===== src/rtl/sec_dec_pkg.sv =====
package sec_dec_pkg;

  localparam int IDX_W         = 4;
  localparam int NUM_ADDR_REGS = 8;
  localparam int AREG_IDX_W    = $clog2(NUM_ADDR_REGS);

  // Register indices whose position the decode depends on
  localparam int SRC_BLK_IDX  = 0;
  localparam int SRC_PAGE_IDX = 7;
  localparam int DST_BLK_IDX  = 2;
  localparam int DST_PAGE_IDX = 3;
  localparam logic [IDX_W-1:0] BUF_REG_IDX = IDX_W'(8);

  // Strobes from control to datapath
  typedef struct packed {
    logic                  addrWr;
    logic                  bufWr;
    logic                  rdAddr;
    logic                  rdBuf;
    logic                  rdNone;
    logic [AREG_IDX_W-1:0] areg;
  } regStrobe_t;

endpackage


===== src/rtl/sec_dec_ctrl.sv =====
module sec_dec_ctrl
  import sec_dec_pkg::*;
(
  input  logic             wrEn,
  input  logic             rdEn,
  input  logic [IDX_W-1:0] regIdx,
  output regStrobe_t       strb
);

  logic inAddrRange;
  logic isBufReg;

  always_comb begin
    inAddrRange = (regIdx < IDX_W'(NUM_ADDR_REGS));
    isBufReg    = (regIdx == BUF_REG_IDX);
    strb.addrWr = wrEn && inAddrRange;
    strb.bufWr  = wrEn && isBufReg;
    strb.rdAddr = rdEn && inAddrRange;
    strb.rdBuf  = rdEn && isBufReg;
    strb.rdNone = rdEn && !inAddrRange && !isBufReg;
    strb.areg   = regIdx[AREG_IDX_W-1:0];
  end

endmodule


===== src/rtl/sec_dec_path.sv =====
module sec_dec_path
  import sec_dec_pkg::*;
#(
  parameter int         PAGE_SHIFT = 11,
  parameter logic [7:0] DEV_ID     = 8'h48,
  parameter int         BLK_W      = 14,
  parameter int         SEC_W      = BLK_W + 6 + (PAGE_SHIFT - 9) + 1,
  parameter int         ERS_W      = BLK_W + 6 + (PAGE_SHIFT - 9),
  parameter int         CNT_W      = 3
) (
  input  logic             clk,
  input  logic             rstN,
  input  regStrobe_t       strb,
  input  logic [15:0]      wrData,
  output logic [15:0]      rdData,
  output logic [SEC_W-1:0] srcSector,
  output logic [SEC_W-1:0] dstSector,
  output logic [ERS_W-1:0] eraseBase,
  output logic [15:0]      eraseCount,
  output logic             bufIsData,
  output logic             bufDataSel,
  output logic [1:0]       bufSecOfs,
  output logic [CNT_W-1:0] secCount
);

  localparam int SUB_SHIFT = PAGE_SHIFT - 9;
  localparam int CNT_BITS  = SUB_SHIFT;
  localparam int CNT_MAX   = 1 << CNT_BITS;
  localparam int RB_MASK   = 1 << (CNT_BITS - 1);
  localparam int ERS_SHIFT = 6 + SUB_SHIFT;
  localparam int DENS_POS  = 6 + int'(DEV_ID[6:4]);
  localparam logic [BLK_W-1:0] DENS_MASK =
    DEV_ID[3] ? ({{(BLK_W-1){1'b0}}, 1'b1} << DENS_POS) : '0;

  logic [15:0]         addrRegs [NUM_ADDR_REGS];
  logic [3:0]          bufAddr;
  logic [1:0]          cntField;
  logic [CNT_W-1:0]    cntVal;
  logic [15:0]         bufRead;
  logic [BLK_W-1:0]    srcBlk;
  logic [SEC_W-1:0]    srcSecNxt;
  logic [SEC_W-1:0]    dstSecNxt;
  logic [ERS_W-1:0]    ersNxt;

  function automatic logic [BLK_W-1:0] blkField(input logic [15:0] r);
    blkField = {{(BLK_W-12){1'b0}}, r[11:0]} | (r[15] ? DENS_MASK : '0);
  endfunction

  function automatic logic [SEC_W-1:0] secOf(input logic [15:0] b,
                                             input logic [15:0] p);
    logic [SEC_W-1:0] t;
    t = SEC_W'({blkField(b), 6'b000000}) + SEC_W'(p[7:2]);
    secOf = (t << SUB_SHIFT) + SEC_W'(p[1:0]);
  endfunction

  // Address register file, one register per generated slice
  for (genvar g = 0; g < NUM_ADDR_REGS; g++) begin : gAreg
    always_ff @(posedge clk or negedge rstN) begin
      if (!rstN) begin
        addrRegs[g] <= '0;
      end else if (strb.addrWr && strb.areg == AREG_IDX_W'(g)) begin
        addrRegs[g] <= wrData;
      end
    end
  end

  // Buffer register
  always_ff @(posedge clk or negedge rstN) begin
    if (!rstN) begin
      bufAddr  <= '0;
      cntField <= '0;
    end else if (strb.bufWr) begin
      bufAddr  <= wrData[11:8];
      cntField <= '0;
      cntField[CNT_BITS-1:0] <= wrData[CNT_BITS-1:0];
    end
  end

  always_comb begin
    cntVal    = (cntField == '0) ? CNT_W'(CNT_MAX) : CNT_W'(cntField);
    bufRead   = {4'b0000, bufAddr, 8'h00}
              | 16'((cntVal - CNT_W'(1)) & CNT_W'(RB_MASK));
    srcBlk    = blkField(addrRegs[SRC_BLK_IDX]);
    srcSecNxt = secOf(addrRegs[SRC_BLK_IDX], addrRegs[SRC_PAGE_IDX]);
    dstSecNxt = secOf(addrRegs[DST_BLK_IDX], addrRegs[DST_PAGE_IDX]);
    ersNxt    = ERS_W'(srcBlk) << ERS_SHIFT;
  end

  // Registered derived outputs
  always_ff @(posedge clk or negedge rstN) begin
    if (!rstN) begin
      srcSector  <= '0;
      dstSector  <= '0;
      eraseBase  <= '0;
      bufIsData  <= 1'b0;
      bufDataSel <= 1'b0;
      bufSecOfs  <= '0;
      secCount   <= CNT_W'(CNT_MAX);
    end else begin
      srcSector  <= srcSecNxt;
      dstSector  <= dstSecNxt;
      eraseBase  <= ersNxt;
      bufIsData  <= bufAddr[3];
      bufDataSel <= bufAddr[2];
      bufSecOfs  <= bufAddr[1:0];
      secCount   <= cntVal;
    end
  end

  assign eraseCount = 16'(1 << ERS_SHIFT);

  // Read port
  always_ff @(posedge clk or negedge rstN) begin
    if (!rstN) begin
      rdData <= '0;
    end else if (strb.rdAddr) begin
      rdData <= addrRegs[strb.areg];
    end else if (strb.rdBuf) begin
      rdData <= bufRead;
    end else if (strb.rdNone) begin
      rdData <= '0;
    end
  end


  cnt_range_chk: assert property (@(posedge clk) disable iff (!rstN)
    (secCount >= CNT_W'(1)) && (secCount <= CNT_W'(CNT_MAX)));


  buf_track_chk: assert property (@(posedge clk) disable iff (!rstN)
    strb.bufWr |-> ##2 (bufIsData == $past(wrData[11], 2)
                        && bufSecOfs == $past(wrData[9:8], 2)));


  sec_stable_chk: assert property (@(posedge clk) disable iff (!rstN)
    (!$past(strb.addrWr) && !$past(strb.addrWr, 2)) |-> $stable(srcSector));


  rd_none_chk: assert property (@(posedge clk) disable iff (!rstN)
    strb.rdNone |=> (rdData == 16'h0000));


  rd_hold_chk: assert property (@(posedge clk) disable iff (!rstN)
    !(strb.rdAddr || strb.rdBuf || strb.rdNone) |=> $stable(rdData));

endmodule


===== src/rtl/flash_sector_decoder.sv =====
module flash_sector_decoder
  import sec_dec_pkg::*;
#(
  parameter int         PAGE_SHIFT = 11,
  parameter logic [7:0] DEV_ID     = 8'h48,
  parameter int         BLK_W      = 14,
  parameter int         SEC_W      = BLK_W + 6 + (PAGE_SHIFT - 9) + 1,
  parameter int         ERS_W      = BLK_W + 6 + (PAGE_SHIFT - 9),
  parameter int         CNT_W      = 3
) (
  input  logic             clk,
  input  logic             rstN,
  input  logic [3:0]       regIdx,
  input  logic             wrEn,
  input  logic [15:0]      wrData,
  input  logic             rdEn,
  output logic [15:0]      rdData,
  output logic [SEC_W-1:0] srcSector,
  output logic [SEC_W-1:0] dstSector,
  output logic [ERS_W-1:0] eraseBase,
  output logic [15:0]      eraseCount,
  output logic             bufIsData,
  output logic             bufDataSel,
  output logic [1:0]       bufSecOfs,
  output logic [CNT_W-1:0] secCount
);

  regStrobe_t strb;

  sec_dec_ctrl ctrl_i (
    .wrEn   (wrEn),
    .rdEn   (rdEn),
    .regIdx (regIdx),
    .strb   (strb)
  );

  sec_dec_path #(
    .PAGE_SHIFT (PAGE_SHIFT),
    .DEV_ID     (DEV_ID),
    .BLK_W      (BLK_W),
    .SEC_W      (SEC_W),
    .ERS_W      (ERS_W),
    .CNT_W      (CNT_W)
  ) path_i (
    .clk        (clk),
    .rstN       (rstN),
    .strb       (strb),
    .wrData     (wrData),
    .rdData     (rdData),
    .srcSector  (srcSector),
    .dstSector  (dstSector),
    .eraseBase  (eraseBase),
    .eraseCount (eraseCount),
    .bufIsData  (bufIsData),
    .bufDataSel (bufDataSel),
    .bufSecOfs  (bufSecOfs),
    .secCount   (secCount)
  );

endmodule


===== config.mk =====
export PLATFORM = sky130hd
export DESIGN_NAME = flash_sector_decoder
export DESIGN_NICKNAME = d
export VERILOG_FILES = /design/src/rtl/sec_dec_pkg.sv /design/src/rtl/sec_dec_ctrl.sv /design/src/rtl/sec_dec_path.sv /design/src/rtl/flash_sector_decoder.sv
export SDC_FILE = /design/constraint.sdc
export NUM_CORES = 1
export LEC_CHECK = 0
export ABC_AREA = 1
export BUFFER_PORTS_ARGS = -buffer_cell sky130_fd_sc_hd__buf_2
export CORE_UTILIZATION = 40
export CTS_BUF_LIST = sky130_fd_sc_hd__clkbuf_4 sky130_fd_sc_hd__clkbuf_8
export DETAILED_ROUTE_END_ITERATION = 8
export GPL_TIMING_DRIVEN = 0
export PLACE_DENSITY_LB_ADDON = 0.05
export SLEW_MARGIN = 20
export SYNTH_ARGS = -nofsm -noshare
export SYNTH_HDL_FRONTEND = slang
export SYNTH_SLANG_ARGS = --single-unit
export TNS_END_PERCENT = 10

===== constraint.sdc =====
create_clock -name clk -period 1.05 [get_ports clk]
set_input_delay 0.315 -clock clk [delete_from_list [all_inputs] [get_ports clk]]
set_output_delay 0.315 -clock clk [all_outputs]
set_load 0.05 [all_outputs]

==> flow_summary.json <==
{
  "synth_mux_area_share_pct": 0,
  "worst-path-stages": 2,
  "final_period_minus_worst_setup_slack_ns": 1.471,
  "use_met3_pct": 3.019,
  "unrepaired_setup_endpoints_after_global_routing": "yes",
  "worstSetupEndpointType": "primary output",
  "full_die_area_um2": 21090,
  "flip_flop_and_latch_area_um2": 4946,
  "vias": 6427,
  "yosys.cell_count.top_type": "sky130_fd_sc_hd__nand2_1",
  "crit_type": "reg -> out",
  "start_util_pct": 40.68,
  "finalHoldViolations": 56,
  "cts.clk_slew.worst_paths_ns": 0.10,
  "sequential_cell_fraction_of_total_power_pct": 47.2,
  "root_buffer": "sky130_fd_sc_hd__clkbuf_8",
  "yosys.cell_types.count": 28,
  "clock_power_share_pct": 22.5,
  "violations": "negative hold slack, negative setup slack",
  "maxSlewHeadroom_pct": 62.04,
  "cts.path.max_buffers": 2,
  "synth_area_um2": 8204,
  "ir_drop_v": 0.0009492,
  "critPathTopFamily": "flip-flops",
  "cts_buffers": 17,
  "htreeDepth": 4,
  "coreArea_um2": 20170,
  "nFillCells": 1948,
  "gate_count_of_the_mapped_netlist": 918,
  "max-cap-violations": 0,
  "tritoncts_clock_tree": "done",
  "grt-ovfl-total": 0,
  "power.total_w": 0.02139,
  "cts_post_setup_buffers_inserted": 0,
  "clock-skew-final_ns": 0.01039,
  "r2r-start": "path_i.addrRegs[32]",
  "grt_use_met1_pct": 32.70,
  "post-place-cells": 1317,
  "power.internal_w": 0.01363,
  "antenna_violating_nets_left": 0,
  "synth-adder-area-share_pct": 0.1525,
  "p_switching_w": 0.007760,
  "crit_path_cell_trace": "buf_6 > buf_8",
  "viasPerCell": 4.764,
  "initial_antenna_violation_count": 0,
  "synth-compound-area-share_pct": 9.700,
  "critPathMaxFanout": 2,
  "swShare_pct": 36.28,
  "drt_pass_1_iters": 5,
  "final_net_count": 1091,
  "yosys.area.top_type": "sky130_fd_sc_hd__dfrtp_1",
  "synth-seq-area-share_pct": 60.10,
  "multiInputGateArea_um2": 2674,
  "r2r-end": "path_i.rdData[0]",
  "crit_required_ns": 0.73,
  "synth_top_family_by_area": "simple AND/OR/NAND/NOR gates",
  "global_route.peak_usage_layer": "met2",
  "pre_cts_ws_ns": -0.6893,
  "std_cell_rows": 52,
  "worstPathBufferInverterCount": 2,
  "num_antenna_cells": 0,
  "gp_routability_congestion": 0.8099,
  "hpwlAfterDp_um": 15640,
  "commonest_cells_post_synth": "sky130_fd_sc_hd__nand2_1, sky130_fd_sc_hd__dfrtp_1, sky130_fd_sc_hd__o21ai_0",
  "p_comb_share_pct": 30.3,
  "main_area_contributors_after_synthesis": "sky130_fd_sc_hd__dfrtp_1, sky130_fd_sc_hd__nand2_1, sky130_fd_sc_hd__o21ai_0",
  "timing.hold.worst.class": "in -> async",
  "dpl_cell_area_um2": 9343,
  "clock_tree_sinks": 197,
  "post-synth-top-area-fraction_pct": 59.78,
  "worst-r2r-cell-count": 6,
  "grt_usage_pct": 21.86,
  "area_growth_syn_to_layout_pct": 26.34,
  "detailedRoute.firstIterationViolations": 489,
  "critPathCapture": "srcSector[15]",
  "synth_xor_area_share_pct": 0,
  "drt_wl_total_um": 21890,
  "synth_async_sr_flop_share_pct": 100.0,
  "r2r_setup_slk_ns": -0.02,
  "timing.hold.ws_ns": -0.2638,
  "crit_slowest_cell": "sky130_fd_sc_hd__dfrtp_2",
  "fraction_of_the_cycle_the_final_worst_path_needs_pct": 140.1,
  "synth-edff-count": 0,
  "finalSetupViolCount": 81,
  "instances_no_fill": 1349,
  "worst_ep_arrival_time_ns": 1.16,
  "grt_start_max_net_pins": 94,
  "cellPowerDensity_nw_per_um2": 2063,
  "synth_warnings": 0,
  "io_pins": 131,
  "clock_latency_ns": 0.48,
  "ys_dominant_reg_cell": "sky130_fd_sc_hd__dfrtp_1",
  "fmaxAchievable_ghz": 0.6798,
  "critical_path.startpoint": "path_i.eraseBase[15]",
  "power.leakage_nw": 5.174,
  "dieWidth_um": 145.2,
  "ys_seq_elements": 197,
  "fin_util_pct": 51.39,
  "worst_pin_slew_ns": 0.5647,
  "grt_pass1_vias": 6079,
  "worst_slack_setup_final_ns": -0.4211,
  "run_status": "finished, violations left",
  "final_layout_size_suffix_gt1_share_pct": 24.28,
  "stdcell_area_um2": 10360,
  "synth_simple_gate_area_share_pct": 20.36,
  "fp.dieH_um": 145.2,
  "routed_wire_length_per_instance_um": 16.23,
  "syn-mean-instance-area_um2": 8.937,
  "timing_max_transition_violations_final": 0,
  "wire_length_of_the_first_global_routing_pass_um": 35140,
  "drt_drc_violations_left": 0,
  "io_buffer_count": 97,
  "grt_util_met2_pct": 33.22,
  "setup.worst_path.start_class": "flip-flop",
  "critical-path-max-stage-delay_ns": 0.43
}
==> state kept, by name, indices dropped and copies added (netlist names) <==
signal and count:
path_i.rdData 16, path_i.addrRegs 128, path_i.bufDataSel 1, path_i.secCount 3, path_i.bufSecOfs 2, path_i.bufAddr 4, path_i.bufIsData 1, path_i.dstSector 20
path_i.eraseBase 11, path_i.srcSector 9, path_i.cntField 2
==> placed cells by master (no fill, tap or decap), drive strengths merged, types with 4 or more instances in the layout <==
| master | instances |
|---|---|
| a21oi | 39 |
| buf | 175 |
| clkbuf | 33 |
| clkinv | 4 |
| clkinvlp | 4 |
| conb | 32 |
| dfrtp | 196 |
| inv | 67 |
| nand2 | 286 |
| nand3 | 43 |
| nand4 | 12 |
| nor2 | 62 |
| o21ai | 120 |
==> cells by family after synthesis <==
logic type      after synthesis
flops                       197
fa+ha+maj                     1
simple gates                406
compound gates              159
other cells                   2
buf+inv                     153
==> worst min path at each step <==
stage,from,end,slack (ns),cells after the start
after floorplan,rstN,path_i.addrRegs[0],0.02,0
after global placement,path_i.addrRegs[4],path_i.srcSector[4],0.36,0
after detailed placement,rstN,path_i.eraseBase[17],0.26,1
after CTS,rstN,path_i.eraseBase[17],-0.26,1
after global routing,rstN,path_i.eraseBase[17],-0.25,1
final,rstN,path_i.eraseBase[17],-0.26,1
==> layer usage <==
layer	routed length [um]	share of wire, %	vias up
li1	-	-	3129
met1	10830	49	3119
met2	10060	46	166
met3	785	3.6	13
met4	210	0.96	0
met5	0	0	-
==> metrics by stage <==
stage               TNS (ns)  hold slack (ns)
floorplan             -6.890          0.01941
global placement     -805.46           0.3609
detailed placement    -99.21           0.2632
CTS                   -25.11          -0.2577
global route          -27.58          -0.2507
finish                -23.37          -0.2638
==> layout make-up <==
cell class                 count  share of cell area, %
buffer                        87                  6.724
inverter                      66                  2.547
timing repair buffer          99                  10.27
clock inverter                10                 0.9416
sequential                   197                  47.72
clock buffer                  22                  2.740
tap                          270                  3.259
multi-input combinational    598                  25.80
==> what timing repair did <==
item,4_1_cts,5_1_grt
gates resized for setup,180,38
setup endpoints to repair,113,134
pin swaps,2,4
hold endpoints to repair,56,56
==> power groups by stage <==
stage               Combinational (W)  Clock, W  Sequential, W
detailed placement            0.00556         0         0.0101
global placement              0.00549         0         0.0101
CTS                           0.00641   0.00489         0.0101
finish                        0.00647   0.00481         0.0101
floorplan                     0.00256         0         0.0116
global route                  0.00697   0.00519         0.0103
No activity file was read; power rests on OpenSTA's default activity.
